**config.mk**
```make
export PLATFORM = sky130hd
export DESIGN_NAME = dpr_route_stage
export DESIGN_NICKNAME = d
export VERILOG_FILES = /design/src/rtl/dpr_pkg.sv /design/src/rtl/dpr_xy_calc.sv /design/src/rtl/dpr_tag_pop.sv /design/src/rtl/dpr_route_stage.sv
export SDC_FILE = /design/constraint.sdc
export NUM_CORES = 1
export LEC_CHECK = 0
export BUFFER_PORTS_ARGS = -buffer_cell sky130_fd_sc_hd__clkbuf_2
export CORE_MARGIN = 5
export CORE_UTILIZATION = 50
export CTS_BUF_LIST = sky130_fd_sc_hd__clkbuf_8
export DETAILED_ROUTE_END_ITERATION = 10
export PLACE_DENSITY_LB_ADDON = 0.15
export REMOVE_ABC_BUFFERS = 1
export SETUP_SLACK_MARGIN = 0.2
export SLEW_MARGIN = 20
export SYNTH_ARGS = -nofsm -noshare
export SYNTH_HDL_FRONTEND = slang
export SYNTH_SLANG_ARGS = --single-unit
```
**constraint.sdc**
```tcl
create_clock -name clk -period 1.05 [get_ports clk]
set_input_delay 0.21 -clock clk [delete_from_list [all_inputs] [get_ports clk]]
set_output_delay 0.21 -clock clk [all_outputs]
set_load 0.01 [all_outputs]
```
**src/rtl/dpr_pkg.sv**
```systemverilog
package dpr_pkg;
  typedef enum logic [2:0] {
    PORT_E = 3'd0,
    PORT_W = 3'd1,
    PORT_N = 3'd2,
    PORT_S = 3'd3,
    PORT_L = 3'd4
  } port_e;

  // two-bit tag: 00 east, 01 west, 10 north, 11 south
  function automatic port_e wide_tag_port(input logic [1:0] tag);
    case (tag)
      2'b00:   return PORT_E;
      2'b01:   return PORT_W;
      2'b10:   return PORT_N;
      default: return PORT_S;
    endcase
  endfunction
endpackage

```
**src/rtl/dpr_xy_calc.sv**
```systemverilog
module dpr_xy_calc
  import dpr_pkg::*;
#(
  parameter int XW   = 4,
  parameter int YW   = 4,
  parameter int MY_X = 2,
  parameter int MY_Y = 2
) (
  input  logic [XW-1:0] dst_x,
  input  logic [YW-1:0] dst_y,
  output port_e         xy_port,
  output logic          is_local
);
  localparam logic [XW-1:0] SELF_X = XW'(MY_X);
  localparam logic [YW-1:0] SELF_Y = YW'(MY_Y);

  function automatic port_e xy_route(input logic [XW-1:0] dx, input logic [YW-1:0] dy);
    if (dx > SELF_X)      return PORT_E;
    else if (dx < SELF_X) return PORT_W;
    else if (dy > SELF_Y) return PORT_N;
    else if (dy < SELF_Y) return PORT_S;
    else                  return PORT_L;
  endfunction

  assign xy_port  = xy_route(dst_x, dst_y);
  assign is_local = (dst_x == SELF_X) && (dst_y == SELF_Y);
endmodule

```
**src/rtl/dpr_tag_pop.sv**
```systemverilog
module dpr_tag_pop
  import dpr_pkg::*;
#(
  parameter int MAX_TAGS = 8,
  parameter int CNT_W    = 3,
  parameter bit NARROW   = 1'b0,
  parameter int P0       = 2,
  parameter int P1       = 0
) (
  input  logic [2*MAX_TAGS-1:0] tags,
  input  logic [CNT_W-1:0]      cnt,
  output port_e                 tag_port,
  output logic                  has_tag,
  output logic [2*MAX_TAGS-1:0] new_tags,
  output logic [CNT_W-1:0]      new_cnt
);
  assign has_tag = |cnt;
  assign new_cnt = cnt - CNT_W'(1);

  generate
    if (NARROW) begin : g_narrow
      assign tag_port = tags[0] ? port_e'(3'(P1)) : port_e'(3'(P0));
      assign new_tags = tags >> 1;
    end else begin : g_wide
      assign tag_port = wide_tag_port(tags[1:0]);
      assign new_tags = tags >> 2;
    end
  endgenerate
endmodule

```
**src/rtl/dpr_route_stage.sv**
```systemverilog
module dpr_route_stage
  import dpr_pkg::*;
#(
  parameter int XW       = 4,
  parameter int YW       = 4,
  parameter int MAX_TAGS = 8,
  parameter int MY_X     = 2,
  parameter int MY_Y     = 2,
  parameter bit IS_DP    = 1'b1,
  parameter bit NARROW   = 1'b0,
  parameter int P0       = 2,
  parameter int P1       = 0,
  localparam int CNT_W   = $clog2(MAX_TAGS),
  localparam int TAGS_W  = 2 * MAX_TAGS,
  localparam int FLIT_W  = XW + YW + CNT_W + TAGS_W
) (
  input  logic              clk,
  input  logic              rst_n,
  input  logic              in_valid,
  input  logic [FLIT_W-1:0] in_flit,
  output logic              out_valid,
  output logic [2:0]        out_port,
  output logic [FLIT_W-1:0] out_flit,
  output logic              err_no_tag
);
  localparam int CNT_LO = TAGS_W;
  localparam int DY_LO  = TAGS_W + CNT_W;
  localparam int DX_LO  = DY_LO + YW;

  logic [XW-1:0]     in_dx;
  logic [YW-1:0]     in_dy;
  logic [CNT_W-1:0]  in_cnt;
  logic [TAGS_W-1:0] in_tags;
  assign in_tags = in_flit[TAGS_W-1:0];
  assign in_cnt  = in_flit[CNT_LO +: CNT_W];
  assign in_dy   = in_flit[DY_LO +: YW];
  assign in_dx   = in_flit[DX_LO +: XW];

  port_e             xy_port, tag_port, nxt_port, port_q;
  logic              is_local, has_tag;
  logic [TAGS_W-1:0] new_tags;
  logic [CNT_W-1:0]  new_cnt;

  dpr_xy_calc #(.XW(XW), .YW(YW), .MY_X(MY_X), .MY_Y(MY_Y)) u_xy (
    .dst_x(in_dx), .dst_y(in_dy), .xy_port(xy_port), .is_local(is_local)
  );

  dpr_tag_pop #(.MAX_TAGS(MAX_TAGS), .CNT_W(CNT_W), .NARROW(NARROW),
                .P0(P0), .P1(P1)) u_pop (
    .tags(in_tags), .cnt(in_cnt), .tag_port(tag_port), .has_tag(has_tag),
    .new_tags(new_tags), .new_cnt(new_cnt)
  );

  // named events for the checks below
  logic tag_taken, underflow;
  assign tag_taken = in_valid && IS_DP && !is_local && has_tag;
  assign underflow = in_valid && IS_DP && !is_local && !has_tag;

  logic [FLIT_W-1:0] nxt_flit;
  assign nxt_port = tag_taken ? tag_port : xy_port;
  assign nxt_flit = tag_taken ? {in_dx, in_dy, new_cnt, new_tags} : in_flit;

  logic past_ok;
  always_ff @(posedge clk or negedge rst_n) begin
    if (!rst_n) begin
      out_valid  <= 1'b0;
      port_q     <= PORT_L;
      out_flit   <= '0;
      err_no_tag <= 1'b0;
      past_ok    <= 1'b0;
    end else begin
      past_ok   <= 1'b1;
      out_valid <= in_valid;
      if (in_valid) begin
        port_q   <= nxt_port;
        out_flit <= nxt_flit;
      end
      if (underflow) err_no_tag <= 1'b1;
    end
  end
  assign out_port = port_q;

  p_latency_r2: assert property (@(posedge clk) disable iff (!rst_n)
    past_ok |-> out_valid == $past(in_valid));

  p_sticky_r9: assert property (@(posedge clk) disable iff (!rst_n)
    err_no_tag |=> err_no_tag);

  p_underflow_r8: assert property (@(posedge clk) disable iff (!rst_n)
    underflow |=> err_no_tag);

  p_local_r7: assert property (@(posedge clk) disable iff (!rst_n)
    (out_valid && out_flit[DX_LO +: XW] == XW'(MY_X) && out_flit[DY_LO +: YW] == YW'(MY_Y))
      |-> out_port == 3'(PORT_L));

  p_pop_r6: assert property (@(posedge clk) disable iff (!rst_n)
    tag_taken |=> out_flit[CNT_LO +: CNT_W] == $past(in_cnt) - CNT_W'(1));

  generate
    if (!IS_DP) begin : g_plain_chk
      p_ignore_r4: assert property (@(posedge clk) disable iff (!rst_n)
        in_valid |=> out_flit == $past(in_flit));
    end
  endgenerate
endmodule

```
== Word level (Yosys, flattened, before mapping) ==
Cells that the tools add are included.

* Reduce and logical (&&, ||, !) cells: 8
* $lt $le $gt $ge: 4
* Eq/ne operators: 4
* Add/subtract/negate cells: 1
* Mux-type cells: 7

{| class="wikitable"
|+ Operators with widths
! operator !! number
|-
| $mux W19 || 1
|-
| $mux W3 || 5
|-
| $eq A4 B2 Y1 const B || 2
|-
| $gt A4 B2 Y1 const B || 2
|-
| $lt A4 B2 Y1 const B || 2
|-
| $pmux W2 S3 || 1
|-
| $logic_and A1 B1 Y1 || 4
|-
| $reduce_or A3 Y1 || 1
|-
| $sub A3 B1 Y3 const B || 1
|-
| $eq A2 B1 Y1 const B || 1
|-
| $eq A2 B2 Y1 const B || 1
|-
| $logic_not A1 Y1 || 2
|-
| $logic_not A2 Y1 || 1
|}

* Word-level logic and storage cells: 28
* Register bits after elaboration: 32
* Output and inout port bits: 32

== Logic depth before layout (Yosys ltp) ==
Gate-level depths: netlist of run 1.

* Depth after elaboration: 6
* Gate-level depth with buffers: 8

== Cells and area by module ==
A second synthesis of run 1 with hierarchy kept.

* Cells, all modules: 179
* Area, all modules: 1943.1 um2

{| class="wikitable"
|+ Modules (own cells, without submodules)
! module !! cells an instance !! sequential area each (um2) !! area each (um2) !! instances
|-
| dpr_route_stage || 145 || 802.0 || 1694.1 || 1
|-
| dpr_tag_pop || 27 || 0.0 || 190.2 || 1
|-
| dpr_xy_calc || 7 || 0.0 || 58.8 || 1
|}

== Least setup slack after synthesis of run 1 ==
No wires, ideal clock.

* Kind: input -> register
* From: input port in_flit[16]
* To: register out_flit[0]
* Slack: -0.573 ns
* Arrival: 1.497 ns
* Path buffers: 2
* Stages on the path: 8
* Path through: inv_1 ha_1 ha_1 clkbuf_1 inv_1 clkbuf_1 o211a_1 a221o_1

* Cells in the longest elaborated chain, start to end: 3

{| class="wikitable"
|+ Ends and longest elaborated chain
! element !! RTL line !! source
|-
| from (decl) || dpr_route_stage.sv:20 || <nowiki>input logic [FLIT_W-1:0] in_flit,</nowiki>
|-
| $reduce_or A3 Y1 || dpr_tag_pop.sv:17 || <nowiki>assign has_tag = |cnt;</nowiki>
|-
| $logic_and A1 B1 Y1 || dpr_route_stage.sv:56 || <nowiki>assign tag_taken = in_valid && IS_DP && !is_local && has_tag;</nowiki>
|-
| $mux W19 || dpr_route_stage.sv:61 || <nowiki>assign nxt_flit = tag_taken ? {in_dx, in_dy, new_cnt, new_tags} : in_flit;</nowiki>
|-
| to (signal assigned) || dpr_route_stage.sv:76 || <nowiki>out_flit <= nxt_flit;</nowiki>
|-
| to (decl) || dpr_route_stage.sv:23 || <nowiki>output logic [FLIT_W-1:0] out_flit,</nowiki>
|}

Every way passes these cells.
A chain may end at the register's enable or synchronous reset.

== Worst setup path in the final report of run 1 ==
* From: input port in_flit[23]
* To: register out_flit[1]

* Cells in the longest elaborated chain, start to end: 6

{| class="wikitable"
|+ Ends and longest elaborated chain
! element !! RTL line !! source
|-
| $eq A4 B2 Y1 || dpr_xy_calc.sv:26 || <nowiki>assign is_local = (dst_x == SELF_X) && (dst_y == SELF_Y);</nowiki>
|-
| $logic_and A1 B1 Y1 || dpr_xy_calc.sv:26 ||
|-
| $logic_not A1 Y1 || dpr_route_stage.sv:56 ||
|-
| $logic_and A1 B1 Y1 (2 in a row) || dpr_route_stage.sv:56 ||
|-
| $mux W19 || dpr_route_stage.sv:61 ||
|}

Every way passes these cells.

==> metrics.md, run 1 <==
| Metric | Value |
|---|---|
| Syn avg cell area | ~12 sq um |
| FP Rows | 20 |
| Io pins | 62 |
| Setup TNS | -4.71 ns |
| Switch Pwr | about 910 uW |
| Die width | 66.6 um |
| Proportion of layout cells with a drive suffix above 1 | between 50% and 60% |
| Leading area contributor after synthesis | dfrtp_1 |
| Vias | approximately 1700 |
| Max Cap Violations | 0 |
| Die span in y | about 67 um |
| WP data arrival | between 1.5 and 2 ns |
| Worst slew margin | around 73% |
| Cell area power density | 1240 nW/um^2 |
| HP Start | in_flit[14] |
| Diodes inserted | 0 |
| Gr usage total | 25.0% |
| TritonCTS clock tree | done |
| First DRT Iteration DRCs | roughly 160 |
| Area post-placement | around 2200 sq um |
| Initial antenna violation count | 0 |
| Fill cell count | between 150 and 200 |
| Reg2Reg Launch Point | out_flit[0]$_DFFE_PN0P_ |
| Placed cells | about 270 |
| Detailed Place HPWL | around 3200 um |
| Slew @ Worst Pin | 0.410 ns |
| Static Leak | 0.00135 uW |
| Post-synth top cells | dfrtp_1 (31), a221o_1 (12), and2_1 (12) |
| Fin crit share | 130% |
| Post-layout power | ~3300 uW |
| CTS H-tree depth | 2 |
| DP Worst Slack | -0.596 ns |
| EDFF count, synth | 0 |
| Die area | approximately 4400 sq um |
| NumNets Final | around 280 |
| First-pass GRT wire length | 8220 um |
| Largest net degree at the start of global routing | 33 |
| Failing checks | negative setup slack |
| Switch share | a little over a quarter |
| Via density | ~5.7 |
| Post-route cell area | ~2700 sq um |
| Critical Path Start | in_flit[23] |
| Placer congestion estimate | between 0.7 and 0.8 |
| Setup violations, final | 22 |
| Unrepaired setup endpoints after global routing | yes |
| Max Slew Vio Count | 0 |
| Seq/Total Area, Yosys | between 50 and 60% |
| Synth async-reset ratio | 100% |
| Final worst clock skew | 0 ns |
| Final cell count without fillers | ~300 |
| Final wirelength | between 5000 and 6000 um |
| Clock Power Share | 30.8% |
| Drt wl/cell | between 15 and 20 um |
| Worst-path clk slew | roughly 0.07 ns |
| Port Buf Inserts | a little over 60 |
| CTS root buf | clkbuf_8 |
| Initial core utilization | between 50% and 60% |
| CP max FO | 8 |
| Number of global-route vias before repair | around 1700 |
| Detail Route Antenna Nets | 0 |
| Worst setup path class | input pin to register |
| Crit path required time | roughly 1.2 ns |
| Synth Cell Area | 1600 sq um |
| Top-area cell type share of the netlist area | 48.5% |
| Synth top area cells | dfrtp_1 (48%), a221o_1 (7.5%), mux2_2 (6.3%), o211a_1 (5.0%), and2_1 (4.7%) |
| Worst Slack Setup Final | -0.317 ns |
| Worst Setup End Kind | register |
| Worst setup SP type | input pin |
| Register area | around 800 sq um |
| Clock Sink Count | 32 |
| Initial DRT Pass Iterations | 4 |
| Combinational Power Share | approximately a quarter |
| FF+latch count, synth | 32 |
| Fin. Hold Viols | 0 |
| Cells after Synth | approximately 140 |
| Area of the multi-input gates | approximately 840 sq um |
| GRT overflow | 0 |
| Top-count cell post-synth | dfrtp_1 |
| Clock buffer depth | 2 |
| Synth unique cells | 29 |
| Peak VDD IR | 0.877 mV |
| Fmax | 732 MHz |
| Outcome | complete, but fails checks |
| Worst-Skew Late Latency | 0.28 ns |
| Syn-to-layout area delta | 67.5% |
| Cts bufs inserted | 5 |
| Internal | between 2000 and 2500 uW |
| Sequential power share | roughly 43% |
| DRC Markers | 0 |
| Hold Crit Class | input pin to register |
| Ys Warns | 0 |
| Area of the core | a little over 3000 sq um |
| Synth Flop Type | dfrtp_1 |
| Final min period | about 1.4 ns |
-- cell usage in the layout, fill, tap and decap left out, drive strengths merged --
master	Yosys	layout
buf	5	88
clkbuf	7	37
dfrtp	31	31
and2	12	12
a221o	12	12
inv	9	10
nand2	9	9
mux2	9	9
o211a	8	8
o211ai	4	4
a211oi	4	4
o221ai	4	4
o2bb2ai	3	3
nor4b	2	2
or4b	2	2
nor2	2	2
a2111o	2	2
ha	2	2
o21ai	2	2
a21oi	1	1
mux2i	1	1
o41ai	1	1
nand3	1	1
o311ai	1	1
o2111ai	1	1
o21bai	1	1
dlygate4sd3	0	1
dfstp	1	1
-- routing by layer --
layer | share of wire, % | global-route usage [%] | up-vias
met4 | 3.5 | 9.64 | 0
li1 | - | - | 752
met3 | 7.4 | 6.75 | 19
met2 | 53 | 45.3 | 92
met1 | 36 | 27.4 | 823
met5 | 0 | 0 | -
-- critical path: stages --
cell	delay [ns]
buf_6	0.09
or4b_4	0.55
buf_6	0.16
o211a_1	0.23
a221o_1	0.28
-- cell type report --
| type | instances | share of cell area, % |
|---|---|---|
| clock buffers | 7 | 3.59 |
| inverters | 9 | 1.26 |
| repair buffers | 119 | 31.7 |
| flip-flops and latches | 32 | 29.9 |
| multi-input cells | 84 | 31.3 |
| clock inverters | 1 | 0.140 |
| well taps | 44 | 2.05 |
-- kinds of logic (layout without fill, tap and decap cells) --
| family | Yosys count | after routing | share of synthesized area, % |
|---|---|---|---|
| multiplexers | 10 | 10 | 6.96 |
| flip-flops | 32 | 32 | 50.1 |
| AO/OA/AOI/OAI | 44 | 44 | 24.6 |
| buffers and inverters | 21 | 136 | 6.10 |
| adder cells (fa/ha/maj) | 2 | 2 | 1.56 |
| AND/OR/NAND/NOR | 28 | 28 | 10.7 |
-- power by group through the flow --
stage               clock (uW)  sequential, uW  combinational, uW
floorplan                    0            1490                218
global placement             0            1430                636
detailed placement           0            1440                650
CTS                       1040            1420                777
global route              1090            1430                955
finish                    1030            1420                888
-- sequential cells by signal, indices dropped and copies added, names as in the netlist --
| register | count |
|---|---|
| err_no_tag | 1 |
| out_flit | 27 |
| out_port | 3 |
| out_valid | 1 |
-- worst paths after layout --
kind                       slack, ns                        to  cells past startpoint
max reg2reg                     0.07   out_flit[0]$_DFFE_PN0P_                      2
min in group asynchronous       0.45  out_flit[11]$_DFFE_PN0P_                      3
max in group asynchronous       0.34   out_port[2]$_DFFE_PN1P_                      3
max                            -0.32   out_flit[1]$_DFFE_PN0P_                      5
min                             0.21  out_flit[14]$_DFFE_PN0P_                      3
min reg2reg                     0.51  out_flit[26]$_DFFE_PN0P_                      1
-- metrics by stage --
stage | hold WS, ns | utilization, %
after floorplan | -0.0856 | -
after global placement | 0.180 | 71.1
after detailed placement | 0.188 | 71.1
after CTS | 0.191 | 82.3
after global routing | 0.221 | 87.8
final | 0.211 | 87.8
-- repair_timing --
item | CTS | global route
setup endpoints to repair | 55 | 56
buffers inserted | 12 | 8
hold buffers | 1 | 0
pin swaps | 11 | 9
cloned | 2 | 0
resized for setup | 26 | 50
hold endpoints to repair | 31 | 0
Power figures use the tool's default switching activity.
==> run 2, diff against run 1 <==
SETUP_SLACK_MARGIN = 0.15   (was 0.2)
==> metrics.md, run 2 (synthesis gave the netlist of run 1 again) <==
| Metric | Value |
|---|---|
| Initial core utilization | 52.4% |
| Largest net degree at the start of global routing | 33 |
| Number of global-route vias before repair | around 1700 |
| Clock buffer depth | 2 |
| TritonCTS clock tree | done |
| GR peak layer | met2 |
| Syn-to-layout area delta | 67.2% |
| Diodes inserted | 0 |
| Register area | roughly 800 sq um |
| Worst setup SP type | input pin |
| Most common cell after layout, fill and taps aside | buf_4 |
| Post-route cell area | between 2000 and 3000 sq um |
| CP Cell Sequence | buf_6 > or4b_4 > buf_6 > buf_6 > o211ai_1 > o211ai_1 |
| Fmax | around 740 MHz |
| Fin. Hold Viols | 0 |
| Die width | between 60 and 70 um |
| Worst Setup End Kind | register |
| Worst setup path class | input pin to register |
| Via density | ~5.7 |
| Slowest CP cell | or4b_4 |
| Fin crit share | 128% |
| Most frequent CP cell | buf_6 |
| Worst Slack Setup Final | -0.297 ns |
| Final min period | between 1 and 1.5 ns |
| Static Leak | approximately 0.0014 uW |
| First-pass GRT wire length | roughly 8200 um |
| Largest register FFs | 27 |
| Worst-Skew Late Latency | between 0.2 and 0.3 ns |
| Worst slew margin | between 70 and 80% |
| Biggest register | out_flit |
| First DRT Iteration DRCs | roughly 170 |
| Hold Crit Class | input pin to register |
| Setup violations, final | 22 |
| Placer congestion estimate | approximately 0.75 |
| M2 GR Usage | 44.6% |
| GRT overflow | 0 |
| Met1 usage | around 29% |
| Max incr delay on CP | approximately 0.55 ns |
| M3 GR Usage | ~5.6% |
| CTS H-tree depth | 2 |
| Max Cap Violations | 0 |
| Cts bufs inserted | 5 |
| Outcome | complete, but fails checks |
| CP max FO | 7 |
| Die area | between 4000 and 5000 sq um |
| Initial DRT Pass Iterations | 4 |
| Detailed Place HPWL | ~3200 um |
| Cell area power density | approximately 1200 nW/um^2 |
| Final cell count without fillers | approximately 300 |
| Detail Route Antenna Nets | 0 |
| Commonest cells after routing, fill and taps aside | buf_4 (44), dfrtp_1 (31), clkbuf_2 (30), buf_2 (24), buf_6 (20) |
| Placed cells | 265 |
| Final worst clock skew | 0 ns |
| Worst-path clk slew | around 0.070 ns |
| FP Rows | 20 |
| Max Slew Vio Count | 0 |
| Worst Path Buf+Inv | 3 |
| Initial antenna violation count | 0 |
| Port Buf Inserts | 61 |
| Gr usage total | between 20 and 25% |
| DRC Markers | 0 |
| Failing checks | negative setup slack |
| Vias | approximately 1700 |
| NumNets Final | ~280 |
| WP data arrival | 1.49 ns |
| Crit path required time | between 1 and 1.5 ns |
| Proportion of layout cells with a drive suffix above 1 | between 50 and 60% |
| Drt wl/cell | roughly 19 um |
| Die span in y | about 67 um |
| Setup TNS | -4.80 ns |
| Peak VDD IR | roughly 0.94 mV |
| Slew @ Worst Pin | 0.389 ns |
| CTS root buf | clkbuf_8 |
| Area of the core | around 3100 sq um |
| Io pins | between 60 and 70 |
| Clock Sink Count | 32 |
| Final wirelength | about 5700 um |
| Area of the multi-input gates | 830 sq um |
| Fill cell count | approximately 160 |
| Unrepaired setup endpoints after global routing | yes |
| DP Worst Slack | -0.596 ns |
| Area post-placement | 2170 sq um |
| CP top delay family | simple AND/OR/NAND/NOR gates |
-- run 2: final cells by class --
type,instances,area share [%]
Multi-Input combinational cell,84,31.0
Clock inverter,1,0.140
Sequential cell,32,30.0
Timing Repair Buffer,120,32.0
Tap cell,44,2.06
Clock buffer,7,3.60
Inverter,9,1.26
-- run 2: layer usage --
layer	part of all wire [%]	routed length, um	vias to the layer above
li1	-	-	754
met1	40	2280	837
met2	52	2950	83
met3	5.4	306	10
met4	2.1	118	0
met5	0	0	-
-- run 2: worst reg2reg max path: stages (launching register included) --
cell	delay [ns]
dfrtp_1	0.40
buf_4	0.14
a221o_1	0.33
-- run 2: path summary, 6_finish.rpt --
path,startpoint,endpoint,cells after the start,slack [ns]
worst min-delay path,in_flit[14],out_flit[14]$_DFFE_PN0P_,3,0.21
worst max-delay path,in_flit[19],out_port[0]$_DFFE_PN0P_,6,-0.30
worst min register to register,out_flit[21]$_DFFE_PN0P_,out_flit[21]$_DFFE_PN0P_,1,0.50
worst max register to register,out_flit[0]$_DFFE_PN0P_,out_flit[0]$_DFFE_PN0P_,2,0.07
min in group asynchronous,rst_n,out_flit[11]$_DFFE_PN0P_,3,0.46
max in group asynchronous,rst_n,out_port[2]$_DFFE_PN1P_,3,0.35
-- run 2: timing repair --
item / 4_1_cts / 5_1_grt
hold endpoints to repair: 31 / 0
gates cloned: 2 / 0
hold buffers: 1 / 0
resized for setup: 25 / 51
pin swaps: 11 / 8
endpoints found under the setup margin: 55 / 56
buffers inserted: 12 / 9
-- run 2: report_power, final --
group / switching, uW / internal (uW)
combinational: 396 / 469
clock: 456 / 589
sequential: 68.4 / 1350
total: 920 / 2410
-- run 2: stage by stage --
step	util, %	hold WS (ns)	total power [uW]
floorplan	-	-0.0856	1710
global placement	71.1	0.180	2070
detailed placement	71.1	0.188	2090
CTS	82.2	0.191	3230
global route	87.7	0.226	3480
finish	87.7	0.214	3330
==> run 3, diff against run 2 <==
CORE_UTILIZATION = 48   (was 50)
CTS_BUF_LIST = not set   (was sky130_fd_sc_hd__clkbuf_8)
==> metrics.md, run 3 (synthesis gave the netlist of run 1 again) <==
| Metric | Value |
|---|---|
| Outcome | complete, but fails checks |
| Failing checks | negative setup slack |
| Setup violations, final | between 40 and 50 |
| Largest register FFs | 27 |
| Max Slew Vio Count | 0 |
| Number of global-route vias before repair | 1717 |
| Peak VDD IR | a little over 0.7 mV |
| Final wirelength | 5050 um |
| Port Buf Inserts | 61 |
| Drt wl/cell | around 17 um |
| TritonCTS clock tree | done |
| Unrepaired setup endpoints after global routing | yes |
| Clock Sink Count | 32 |
| Initial core utilization | between 40% and 50% |
| Worst setup SP type | input pin |
| Slowest CP cell | or4b_4 |
| Initial DRT Pass Iterations | 4 |
| Combinational Power Share | between 20 and 30% |
| Crit path required time | about 1.3 ns |
| Via density | between 5 and 6 |
| Sequential power share | approximately 47% |
| GR peak layer | met2 |
| Gr usage total | a little under a quarter |
| Internal | roughly 2200 uW |
| Fmax | between 700 and 800 MHz |
| Die span in y | about 68 um |
| Hold Slack | approximately 0.14 ns |
| Hold Crit Class | input pin to register |
| Die area | between 4000 and 5000 sq um |
| CTS H-tree depth | 2 |
| Io pins | 62 |
| Cts bufs inserted | 5 |
| DP Worst Slack | -0.625 ns |
| Initial antenna violation count | 0 |
| Final worst clock skew | 0 ns |
| Syn-to-layout area delta | 65.8% |
| Max Cap Violations | 0 |
| Commonest cells after routing, fill and taps aside | clkbuf_2 (51), buf_4 (42), dfrtp_1 (31), buf_6 (23) |
| Final min period | ~1.3 ns |
| Die width | 67.7 um |
| Largest net degree at the start of global routing | 28 |
| Switch Pwr | a little under 900 uW |
| Vias | between 1500 and 2000 |
| WP data arrival | ~1.5 ns |
| Clock Power Share | between 20% and 30% |
| CP max FO | 7 |
| Worst-path clk slew | 0.11 ns |
| Setup TNS | -3.86 ns |
| CP Cell Sequence | buf_6 > or4b_4 > buf_6 > o211a_1 > a221o_1 |
| Static Leak | roughly 0.0013 uW |
| Switch share | 28.7% |
| DRC Markers | 0 |
| Max incr delay on CP | ~0.55 ns |
| Slew @ Worst Pin | ~0.34 ns |
| Area of the core | around 3300 sq um |
| Worst slew margin | between 70 and 80% |
| M3 GR Usage | about 5.5% |
| Worst Setup End Kind | register |
| Critical Path Start | in_flit[22] |
| Post-layout power | between 3000 and 4000 uW |
| Placed cells | between 200 and 300 |
| Diodes inserted | 0 |
| First-pass GRT wire length | 7910 um |
| Worst-Skew Late Latency | approximately 0.33 ns |
| Fin crit share | 123% |
| First DRT Iteration DRCs | roughly 110 |
| Worst Slack Setup Final | -0.244 ns |
| GRT overflow | 0 |
| NumNets Final | 284 |
| Reg2Reg Launch Point | out_flit[1]$_DFFE_PN0P_ |
| Clock buffer depth | 2 |
| Detailed Place HPWL | 3270 um |
| Cell area power density | approximately 1100 nW/um^2 |
| FP Rows | 21 |
| HP Start | in_flit[15] |
| Met1 usage | approximately 26% |
| Worst setup path class | input pin to register |
| Detail Route Antenna Nets | 0 |
| Final cell count without fillers | ~300 |
| Fin. Hold Viols | 0 |
| M2 GR Usage | 42.5% |
| CTS root buf | clkbuf_4 |
| Most common cell after layout, fill and taps aside | clkbuf_2 |
| Most frequent CP cell | buf_6 |
| Biggest register | out_flit |
| Placer congestion estimate | 0.802 |
| Proportion of layout cells with a drive suffix above 1 | between 60% and 70% |
==> run 3: final cells by class <==
cell class / count / area, sq um
Tap cell: 46 / 57.6
Clock buffer: 8 / 58.8
Fill cell: 222 / 632
Sequential cell: 32 / 802
Inverter: 9 / 33.8
Timing Repair Buffer: 120 / 880
Multi-Input combinational cell: 84 / 821
==> run 3: worst paths after layout <==
path / end / slack, ns / cells after the start
max: out_flit[6]$_DFFE_PN0P_ / -0.24 / 5
min: out_flit[15]$_DFFE_PN0P_ / 0.14 / 3
max reg2reg: out_flit[1]$_DFFE_PN0P_ / -0.03 / 3
min reg2reg: err_no_tag$_DFFE_PN0P_ / 0.50 / 1
max in group asynchronous: out_flit[6]$_DFFE_PN0P_ / 0.28 / 3
min in group asynchronous: out_flit[15]$_DFFE_PN0P_ / 0.28 / 2
==> run 3: metrics by stage <==
stage / utilization (%) / cell area [sq um]
after detailed placement: 65.5 / 2150
after global routing: 80.8 / 2650
after global placement: 65.5 / 2150
after CTS: 75.7 / 2490
final: 80.8 / 2650
after floorplan: - / 1540
==> run 3: metal layers <==
| layer | wire length, um | part of all wire, % |
|---|---|---|
| met3 | 344 | 6.8 |
| met2 | 2680 | 53 |
| met1 | 1960 | 39 |
| met4 | 63 | 1.2 |
| met5 | 0 | 0 |
==> run 3: timing repair <==
item | CTS | global route
pin swaps | 14 | 4
setup buffers | 14 | 9
endpoints found under the hold margin | 7 | 0
gates resized for setup | 36 | 27
gates cloned | 2 | 1
hold buffers | 1 | 0
endpoints found under the setup margin | 55 | 55
==> run 3: worst max-delay path: cells and delay by family <==
kind	cells	cell delay (ns)
buffers and inverters	2	0.25
AO/OA/AOI/OAI	2	0.49
AND/OR/NAND/NOR	1	0.55
==> run 3: power groups by stage <==
stage | Combinational [uW] | Sequential (uW) | Clock (uW)
floorplan | 218 | 1490 | 0
global placement | 630 | 1430 | 0
detailed placement | 646 | 1440 | 0
CTS | 775 | 1420 | 781
global route | 936 | 1430 | 845
finish | 865 | 1420 | 751
